===== config.mk =====
export PLATFORM = sky130hd
export DESIGN_NAME = cs_dma
export DESIGN_NICKNAME = d
export VERILOG_FILES = /design/src/rtl/cs_dma_pkg.sv /design/src/rtl/cs_dma_regs.sv /design/src/rtl/cs_dma_seq.sv /design/src/rtl/cs_dma.sv
export SDC_FILE = /design/constraint.sdc
export NUM_CORES = 1
export LEC_CHECK = 0
export BUFFER_PORTS_ARGS = -buffer_cell sky130_fd_sc_hd__buf_4
export CAP_MARGIN = 20
export CORE_MARGIN = 2
export CORE_UTILIZATION = 47
export CTS_CLUSTER_DIAMETER = 30
export DETAILED_ROUTE_END_ITERATION = 7
export GPL_ROUTABILITY_DRIVEN = 0
export PLACE_DENSITY = 0.76
export SLEW_MARGIN = 20
export SYNTH_ARGS = -nofsm -noshare
export SYNTH_HDL_FRONTEND = slang
export SYNTH_SLANG_ARGS = --single-unit

===== constraint.sdc =====
create_clock -name clk_i -period 1.8 [get_ports clk_i]
set_input_delay 0.36 -clock clk_i [delete_from_list [all_inputs] [get_ports clk_i]]
set_output_delay 0.36 -clock clk_i [all_outputs]
set_load 0.01 [all_outputs]

===== src/rtl/cs_dma_pkg.sv =====
package cs_dma_pkg;
  localparam int REG_AW = 3;
  localparam logic [REG_AW-1:0] REG_CTRL = 3'd0;
  localparam logic [REG_AW-1:0] REG_DEV  = 3'd1;
  localparam logic [REG_AW-1:0] REG_MEM  = 3'd2;
  localparam logic [REG_AW-1:0] REG_CNT  = 3'd3;
  localparam logic [REG_AW-1:0] REG_STAT = 3'd4;
  localparam int CTRL_GO   = 0;
  localparam int CTRL_DIR  = 1;
  localparam int STAT_IRQ  = 0;
  localparam int STAT_BUSY = 1;

  typedef enum logic [2:0] {
    ST_IDLE, ST_REQ, ST_PH1, ST_PH2, ST_REL
  } seq_st_e;
endpackage


===== src/rtl/cs_dma_regs.sv =====
module cs_dma_regs
  import cs_dma_pkg::*;
#(
  parameter int DW = 16,
  parameter int AW = 16,
  parameter int CW = 16
) (
  input  logic              clk_i,
  input  logic              rst_ni,
  input  logic              we_i,
  input  logic [REG_AW-1:0] addr_i,
  input  logic [DW-1:0]     wdata_i,
  output logic [DW-1:0]     rdata_o,
  input  logic              busy_i,
  input  logic              word_done_i,
  output logic              go_o,
  output logic              last_o,
  output logic              dir_o,
  output logic [AW-1:0]     dev_addr_o,
  output logic [AW-1:0]     mem_addr_o,
  output logic              irq_o
);
  logic          dir_q, irq_q;
  logic [AW-1:0] dev_q, mem_q;
  logic [CW-1:0] cnt_q;
  logic          wr_idle, start_cmd;

  assign wr_idle   = we_i && !busy_i;
  assign start_cmd = wr_idle && (addr_i == REG_CTRL) && wdata_i[CTRL_GO];
  assign go_o      = start_cmd && (cnt_q != '0);
  assign last_o    = (cnt_q == CW'(1));

  always_ff @(posedge clk_i or negedge rst_ni) begin
    if (!rst_ni) begin
      dir_q <= 1'b0;
      dev_q <= '0;
      mem_q <= '0;
      cnt_q <= '0;
      irq_q <= 1'b0;
    end else begin
      if (we_i && (addr_i == REG_STAT) && wdata_i[STAT_IRQ]) irq_q <= 1'b0;
      if (wr_idle) begin
        unique case (addr_i)
          REG_CTRL: dir_q <= wdata_i[CTRL_DIR];
          REG_DEV:  dev_q <= wdata_i[AW-1:0];
          REG_MEM:  mem_q <= wdata_i[AW-1:0];
          REG_CNT:  cnt_q <= wdata_i[CW-1:0];
          default: ;
        endcase
      end
      if (start_cmd && (cnt_q == '0)) irq_q <= 1'b1;
      if (word_done_i) begin
        mem_q <= mem_q + AW'(1);
        cnt_q <= cnt_q - CW'(1);
        if (cnt_q == CW'(1)) irq_q <= 1'b1;
      end
    end
  end

  always_comb begin
    rdata_o = '0;
    unique case (addr_i)
      REG_CTRL: rdata_o[CTRL_DIR] = dir_q;
      REG_DEV:  rdata_o[AW-1:0]   = dev_q;
      REG_MEM:  rdata_o[AW-1:0]   = mem_q;
      REG_CNT:  rdata_o[CW-1:0]   = cnt_q;
      REG_STAT: begin
        rdata_o[STAT_IRQ]  = irq_q;
        rdata_o[STAT_BUSY] = busy_i;
      end
      default: ;
    endcase
  end

  assign dir_o      = dir_q;
  assign dev_addr_o = dev_q;
  assign mem_addr_o = mem_q;
  assign irq_o      = irq_q;
endmodule


===== src/rtl/cs_dma_seq.sv =====
module cs_dma_seq
  import cs_dma_pkg::*;
#(
  parameter int DW       = 16,
  parameter int AW       = 16,
  parameter bit DETACHED = 1'b1
) (
  input  logic          clk_i,
  input  logic          rst_ni,
  input  logic          go_i,
  input  logic          last_i,
  input  logic          dir_i,
  input  logic [AW-1:0] dev_addr_i,
  input  logic [AW-1:0] mem_addr_i,
  output logic          busy_o,
  output logic          word_done_o,
  output logic          bus_req_o,
  input  logic          bus_gnt_i,
  output logic          bus_valid_o,
  output logic          bus_io_o,
  output logic          bus_we_o,
  output logic [AW-1:0] bus_addr_o,
  output logic [DW-1:0] bus_wdata_o,
  input  logic [DW-1:0] bus_rdata_i,
  output logic          dev_stb_o,
  output logic          dev_we_o,
  output logic [DW-1:0] dev_wdata_o,
  input  logic [DW-1:0] dev_rdata_i
);
  seq_st_e       st_q, st_d;
  logic [DW-1:0] hold_q;
  logic          fin_phase;

  // last bus cycle of a word: second phase when detached, first otherwise
  assign fin_phase = DETACHED ? (st_q == ST_PH2) : (st_q == ST_PH1);

  always_comb begin
    st_d = st_q;
    unique case (st_q)
      ST_IDLE: if (go_i) st_d = ST_REQ;
      ST_REQ:  if (bus_gnt_i) st_d = ST_PH1;
      ST_PH1:  st_d = DETACHED ? ST_PH2 : (last_i ? ST_IDLE : ST_REL);
      ST_PH2:  st_d = last_i ? ST_IDLE : ST_REL;
      ST_REL:  st_d = ST_REQ;
      default: st_d = ST_IDLE;
    endcase
  end

  always_ff @(posedge clk_i or negedge rst_ni) begin
    if (!rst_ni) begin
      st_q   <= ST_IDLE;
      hold_q <= '0;
    end else begin
      st_q <= st_d;
      if (st_q == ST_PH1) hold_q <= bus_rdata_i;
    end
  end

  assign busy_o      = (st_q != ST_IDLE);
  assign word_done_o = fin_phase;
  assign bus_req_o   = (st_q == ST_REQ) || (st_q == ST_PH1) || (st_q == ST_PH2);
  assign bus_valid_o = (st_q == ST_PH1) || (st_q == ST_PH2);

  always_comb begin
    bus_io_o    = 1'b0;
    bus_we_o    = 1'b0;
    bus_addr_o  = '0;
    bus_wdata_o = '0;
    dev_stb_o   = 1'b0;
    dev_we_o    = 1'b0;
    dev_wdata_o = '0;
    if (DETACHED) begin
      if (st_q == ST_PH1) begin
        // fetch: from the device when filling memory, else from memory
        bus_io_o   = !dir_i;
        bus_addr_o = dir_i ? mem_addr_i : dev_addr_i;
      end else if (st_q == ST_PH2) begin
        bus_io_o    = dir_i;
        bus_we_o    = 1'b1;
        bus_addr_o  = dir_i ? dev_addr_i : mem_addr_i;
        bus_wdata_o = hold_q;
      end
    end else if (st_q == ST_PH1) begin
      bus_addr_o  = mem_addr_i;
      bus_we_o    = !dir_i;
      bus_wdata_o = dir_i ? '0 : dev_rdata_i;
      dev_stb_o   = 1'b1;
      dev_we_o    = dir_i;
      dev_wdata_o = dir_i ? bus_rdata_i : '0;
    end
  end
endmodule


===== src/rtl/cs_dma.sv =====
module cs_dma
  import cs_dma_pkg::*;
#(
  parameter int DW       = 16,
  parameter int AW       = 16,
  parameter int CW       = 16,
  parameter bit DETACHED = 1'b1
) (
  input  logic              clk_i,
  input  logic              rst_ni,
  input  logic              cfg_we_i,
  input  logic [REG_AW-1:0] cfg_addr_i,
  input  logic [DW-1:0]     cfg_wdata_i,
  output logic [DW-1:0]     cfg_rdata_o,
  output logic              bus_req_o,
  input  logic              bus_gnt_i,
  output logic              bus_valid_o,
  output logic              bus_io_o,
  output logic              bus_we_o,
  output logic [AW-1:0]     bus_addr_o,
  output logic [DW-1:0]     bus_wdata_o,
  input  logic [DW-1:0]     bus_rdata_i,
  output logic              dev_stb_o,
  output logic              dev_we_o,
  output logic [AW-1:0]     dev_addr_o,
  output logic [DW-1:0]     dev_wdata_o,
  input  logic [DW-1:0]     dev_rdata_i,
  output logic              irq_o
);
  logic          busy, word_done, go, last, dir;
  logic [AW-1:0] dev_addr, mem_addr;

  cs_dma_regs #(.DW(DW), .AW(AW), .CW(CW)) regs_i (
    .clk_i       (clk_i),
    .rst_ni      (rst_ni),
    .we_i        (cfg_we_i),
    .addr_i      (cfg_addr_i),
    .wdata_i     (cfg_wdata_i),
    .rdata_o     (cfg_rdata_o),
    .busy_i      (busy),
    .word_done_i (word_done),
    .go_o        (go),
    .last_o      (last),
    .dir_o       (dir),
    .dev_addr_o  (dev_addr),
    .mem_addr_o  (mem_addr),
    .irq_o       (irq_o)
  );

  cs_dma_seq #(.DW(DW), .AW(AW), .DETACHED(DETACHED)) seq_i (
    .clk_i       (clk_i),
    .rst_ni      (rst_ni),
    .go_i        (go),
    .last_i      (last),
    .dir_i       (dir),
    .dev_addr_i  (dev_addr),
    .mem_addr_i  (mem_addr),
    .busy_o      (busy),
    .word_done_o (word_done),
    .bus_req_o   (bus_req_o),
    .bus_gnt_i   (bus_gnt_i),
    .bus_valid_o (bus_valid_o),
    .bus_io_o    (bus_io_o),
    .bus_we_o    (bus_we_o),
    .bus_addr_o  (bus_addr_o),
    .bus_wdata_o (bus_wdata_o),
    .bus_rdata_i (bus_rdata_i),
    .dev_stb_o   (dev_stb_o),
    .dev_we_o    (dev_we_o),
    .dev_wdata_o (dev_wdata_o),
    .dev_rdata_i (dev_rdata_i)
  );

  assign dev_addr_o = dev_addr;
endmodule


=== Word level (Yosys, flattened, before mapping) ===
Index checks and enable logic that the tools add are counted.

* Register bits: 69
* Input port bits: 55
* Output and inout bits: 87
* Word-level logic and storage cells: 72

* Add/sub/neg operators: 2
* Eq/ne operators: 11
* Multiplexer cells: 27
* Reductions and logical operators: 25

{| class="wikitable"
|+ Operators by type and width
! cell !! count
|-
| 16-bit two-way mux || 12
|-
| 14-bit one-hot mux with 3 select lines || 1
|-
| 16-bit by 1-bit adder with 16-bit output (second input constant) || 1
|-
| 16-bit by 1-bit == test with 1-bit output (second input constant) || 1
|-
| 16-bit logical NOT || 1
|-
| 16-bit nonzero test || 1
|-
| 16-bit by 1-bit subtractor with 16-bit output (second input constant) || 1
|-
| 3-bit one-hot mux with 5 select lines || 1
|-
| 3-bit by 2-bit == test with 1-bit output (second input constant) || 4
|-
| 2-bit AND reduction || 5
|-
| 3-bit two-way mux || 3
|-
| 1-bit two-way mux || 8
|-
| 1-bit logical AND || 7
|-
| 3-bit by 1-bit == test with 1-bit output (second input constant) || 2
|-
| 3-bit == test (second input constant) || 2
|-
| 3-bit logical NOT || 2
|-
| 2-bit nonzero test || 3
|-
| 1-bit one-hot mux with 5 select lines || 1
|-
| 2-bit inequality test (second input constant) || 2
|-
| 1-bit one-hot mux with 4 select lines || 1
|-
| 1-bit logical OR || 3
|-
| 3-bit nonzero test || 1
|-
| 1-bit logical NOT || 2
|}

=== Longest topological paths before layout ===
* Depth after elaboration: 9
* Depth in mapped cells: 8
* Gate-level depth less buffers: 6

=== Modules after synthesis ===
A second synthesis with hierarchy kept.

* Cell total of the unflattened synthesis: 494
* Area, all modules: 4667.0 um2

{| class="wikitable"
|+ By module, submodules not included
! module !! instances !! cells each !! area each (um2)
|-
| cs_dma_regs || 1 || 345 || 3125.5
|-
| cs_dma_seq || 1 || 149 || 1541.5
|}

=== Worst setup path after synthesis ===
No wires, ideal clock.

* Kind: register to output
* From: register seq_i.st_q[0]
* To: output bus_addr_o[10]
* Arrival time: 1.523 ns
* Data required time: 1.440 ns
* Path slack: -0.083 ns
* Stages on the path, launching flop included: 6
* Buffers on the path: 2
* Path through: dfrtp_1 buf_2 xor2_1 clkbuf_1 nand2_1 a21oi_1

* Word-level cells in the longest chain between the ends: 3
* Elaborated cells between the ends (all ways): 4

{| class="wikitable"
|+ RTL lines
! element !! line !! text
|-
| from (decl) || cs_dma_seq.sv:30 || <nowiki>seq_st_e st_q, st_d;</nowiki>
|-
| from (signal assigned) || cs_dma_seq.sv:54 || <nowiki>st_q <= st_d;</nowiki>
|-
| 3-bit by 2-bit == test with 1-bit output || cs_dma_seq.sv:77 || <nowiki>end else if (st_q == ST_PH2) begin</nowiki>
|-
| 16-bit two-way mux || cs_dma_seq.sv:77 ||
|-
| 16-bit two-way mux * || cs_dma_seq.sv:73 || <nowiki>if (st_q == ST_PH1) begin</nowiki>
|-
| to (decl) || cs_dma.sv:20 || <nowiki>output logic [AW-1:0] bus_addr_o,</nowiki>
|}

Every way passes the cells marked *; elsewhere a longest branch is shown, timed or not.

=== Worst setup path after layout ===
* From: register seq_i.st_q[0]
* To: output bus_addr_o[12]

The elaborated chain is that of the path after synthesis.

==> flow_metrics.env <==
export IMPL_outcome="complete, but fails checks"
export IMPL_violations="setup timing"
export IMPL_cp_arrival_ns=1.69
export IMPL_worstReg2RegStart="regs_i.cnt_q[7]"
export IMPL_dr_first_iter_drc_count=498
export IMPL_clk_pin_slew_ns=0.07
export IMPL_port_buffers=107
export IMPL_pin_count=142
export IMPL_seq_area_um2=1750
export IMPL_grt_pass1_wl_um=23200
export IMPL_cp_num_buf_inv=3
export IMPL_critPathMaxStageDelay_ns=0.44
export IMPL_tns_ns=-5.41
export IMPL_total_power_mw=11.2
export IMPL_yosys_register_bits=69
export IMPL_syn_inst=471
export IMPL_numPlacedInstances=724
export IMPL_routed_wl_um=15700
export IMPL_dieHeight_um=100
export IMPL_dieArea_um2=10100
export IMPL_p_leak_nw=2.98
export IMPL_cts_sink_count=69
export IMPL_multi_input_area_um2=2680
export IMPL_cts_max_level=3
export IMPL_cp_num_cells=6
export IMPL_drv_cap=0
export IMPL_place_hpwl_um=10000
export IMPL_critical_path_top_delay_family="buffers and inverters"
export IMPL_slew_headroom_pct=63.9
export IMPL_period_share_pct=114
export IMPL_hold_start="bus_rdata_i[2]"
export IMPL_postRouteAntennaNets=0
export IMPL_syn_avg_cell_area_um2=9.26
export IMPL_dieWidth_um=100
export IMPL_holdCritPathClass="primary input to flop"
export IMPL_setup_ws_ns=-0.247
export IMPL_endpoint_kind="output port"
export IMPL_wire_per_inst_um=20.2
export IMPL_finalSetupViolCount=39
export IMPL_crit_top_cell="buf_6"
export IMPL_critPathKind="flop to output port"
export IMPL_grt_overflow_total=0
export IMPL_required_ns=1.44
export IMPL_yosysWarnings=0
export IMPL_final_cells=777
export IMPL_drv_slew=0
export IMPL_fin_crit_ns=2.05
export IMPL_tightest_slew_ns=0.537
export IMPL_fillers=598
export IMPL_worst_setup_path_start_kind="flop"
export IMPL_grt_use_total_pct=29.3
export IMPL_first_pass_iters=5
export IMPL_hold_violations=0
export IMPL_cts_max_path_buffers=2
export IMPL_drc=0
export IMPL_synth_edf_count=0
export IMPL_rsz0062_at_grt="yes"
export IMPL_synthToLayoutAreaGrowth_pct=51.2
export IMPL_cp_slowest_cell="dfrtp_2"
export IMPL_rows=35
export IMPL_pre_cts_ws_ns=-0.106
export IMPL_via_per_inst=6.11
export IMPL_startpoint="seq_i.st_q[0]"
export IMPL_drive_gt1_share_pct=53.8
export IMPL_fin_nets=720
export IMPL_worstPathCellList="buf_6, xnor2_4, buf_6, nand2_1, a21oi_4, buf_6"
export IMPL_clk_latency_ns=0.36
export IMPL_syn_cell_area_um2=4360
export IMPL_yosysUniqueCellTypes=65
export IMPL_num_vias=4748
export IMPL_grt_pass1_vias=4597
export IMPL_start_util_pct=47.9
export IMPL_hold_depth=2
export IMPL_ys_seq_area_share_pct=39.6
export IMPL_cp_max_fo=6
export IMPL_cts_buffers=9
export IMPL_fmax_mhz=488
export IMPL_power_density_nw_per_um2=1690
export IMPL_ys_flop_type="dfrtp_1"
export IMPL_cts_root_buffer="clkbuf_8"
export IMPL_peakVddDrop_v=0.000773
export IMPL_antenna_found_initial=1
export IMPL_clock_skew_ns=0.0190
export IMPL_async_flop_share_pct=100
export IMPL_r2r_cells=5
export IMPL_coreArea_um2=9110
export IMPL_grt_max_degree=28
export IMPL_diodes=0
export IMPL_cts_tree="done"
-- layer usage --
layer  wire, um  vias to the layer above  track usage [%]
li1           -                     2058                -
met1       5890                     2235             38.4
met2       7570                      373             48.4
met3       1560                       80             4.39
met4        693                        2             12.8
met5         19                        -                0
-- cells in the final DEF (no fill, tap or decap), drive strengths merged, types with 3 or more instances in the layout --
cell type,count
a31oi,4
o311ai,7
mux2,47
and3,4
a22oi,15
o22ai,3
nand3,19
o211ai,9
nand4,5
clkbuf,11
dfrtp,69
o21ai,11
nor2,37
xor2,3
and4,5
nand2,58
a21oi,25
a311oi,5
nand3b,3
and2,20
nand4b,3
or3,3
conb,18
buf,209
ha,3
inv,11
mux2i,4
nor3,14
-- cells in the mapped netlist, types with 5 or more instances --
cell type,number,share of area (%)
buf_2,7,0.80
o211ai_1,9,1.5
nand3_1,19,2.2
o311ai_0,6,1.2
mux2_2,47,12
a311oi_1,5,1.0
and4_1,5,1.0
and2_1,20,2.9
clkbuf_1,15,1.3
a21oi_1,25,2.9
nor2_1,36,3.1
nor3_1,13,1.5
o21ai_0,11,1.3
buf_4,20,3.4
a22oi_1,15,2.6
nand2_1,58,5.0
nand4_1,5,0.72
dfrtp_1,69,40
inv_1,9,0.77
-- worst paths after layout --
check	to	slack [ns]
worst max-delay path	bus_addr_o[12]	-0.25
worst min-delay path	seq_i.hold_q[2]	0.24
worst max register to register	regs_i.cnt_q[10]	-0.08
worst min register to register	seq_i.hold_q[7]	0.50
max in group asynchronous	seq_i.hold_q[14]	0.79
min in group asynchronous	regs_i.cnt_q[12]	0.46
-- cells by family after synthesis --
kind of cell	count (synthesis)	synth area share, %
xor gates and xnor gates	4	0.804
other	1	0.0860
DFF	69	39.6
buffers and inverters	58	7.60
muxes	52	13.6
AOI/OAI and AO/OA	98	15.7
and+or+nand+nor	186	21.8
adders and majority gates	3	0.861
-- layout make-up --
class	instances	share of cell area, %
Multi-Input combinational cell	361	40.6
Timing Repair Buffer	211	26.8
Sequential cell	69	26.5
Tap cell	111	2.11
Clock buffer	10	2.09
Clock inverter	5	1.27
Inverter	10	0.607
-- sequential cells by signal (all words and copies together), names as in the netlist --
register           cells
regs_i.irq_o           1
regs_i.cnt_q          16
seq_i.st_q             3
regs_i.dev_addr_o     16
regs_i.mem_addr_o     16
seq_i.hold_q          16
regs_i.dir_o           1
-- worst register-to-register path: cells and delay by family, from the launching register on --
family / cells / cell delay (ns)
and+or+nand+nor: 1 / 0.45
AOI/OAI and AO/OA: 3 / 0.74
buffers and inverters: 1 / 0.16
DFF: 1 / 0.43
-- through the flow --
| step | util (%) | hold slack (ns) | instance area, um^2 |
|---|---|---|---|
| 6_report | 72.4 | 0.240 | 6590 |
| 5_1_grt | 72.4 | 0.218 | 6590 |
| 4_1_cts | 68.4 | 0.230 | 6230 |
| 3_5_place_dp | 62.4 | 0.302 | 5680 |
| 3_3_place_gp | 62.4 | 0.305 | 5680 |
| 2_1_floorplan | - | 0.0644 | 4460 |
-- where the power goes --
part	internal [mW]	switching, mW
registers	2.34	0.809
logic	3.36	3.19
clock network	0.815	0.633
total	6.52	4.63
-- what timing repair did --
action / 4_1_cts / 5_1_grt
hold buffers: 1 / 0
gates cloned: 1 / 3
buffers inserted: 19 / 22
pin swaps: 21 / 13
hold endpoints to repair: 24 / 0
setup endpoints to repair: 51 / 80
resized for setup: 56 / 56
No activity file was read; power rests on OpenSTA's default activity.
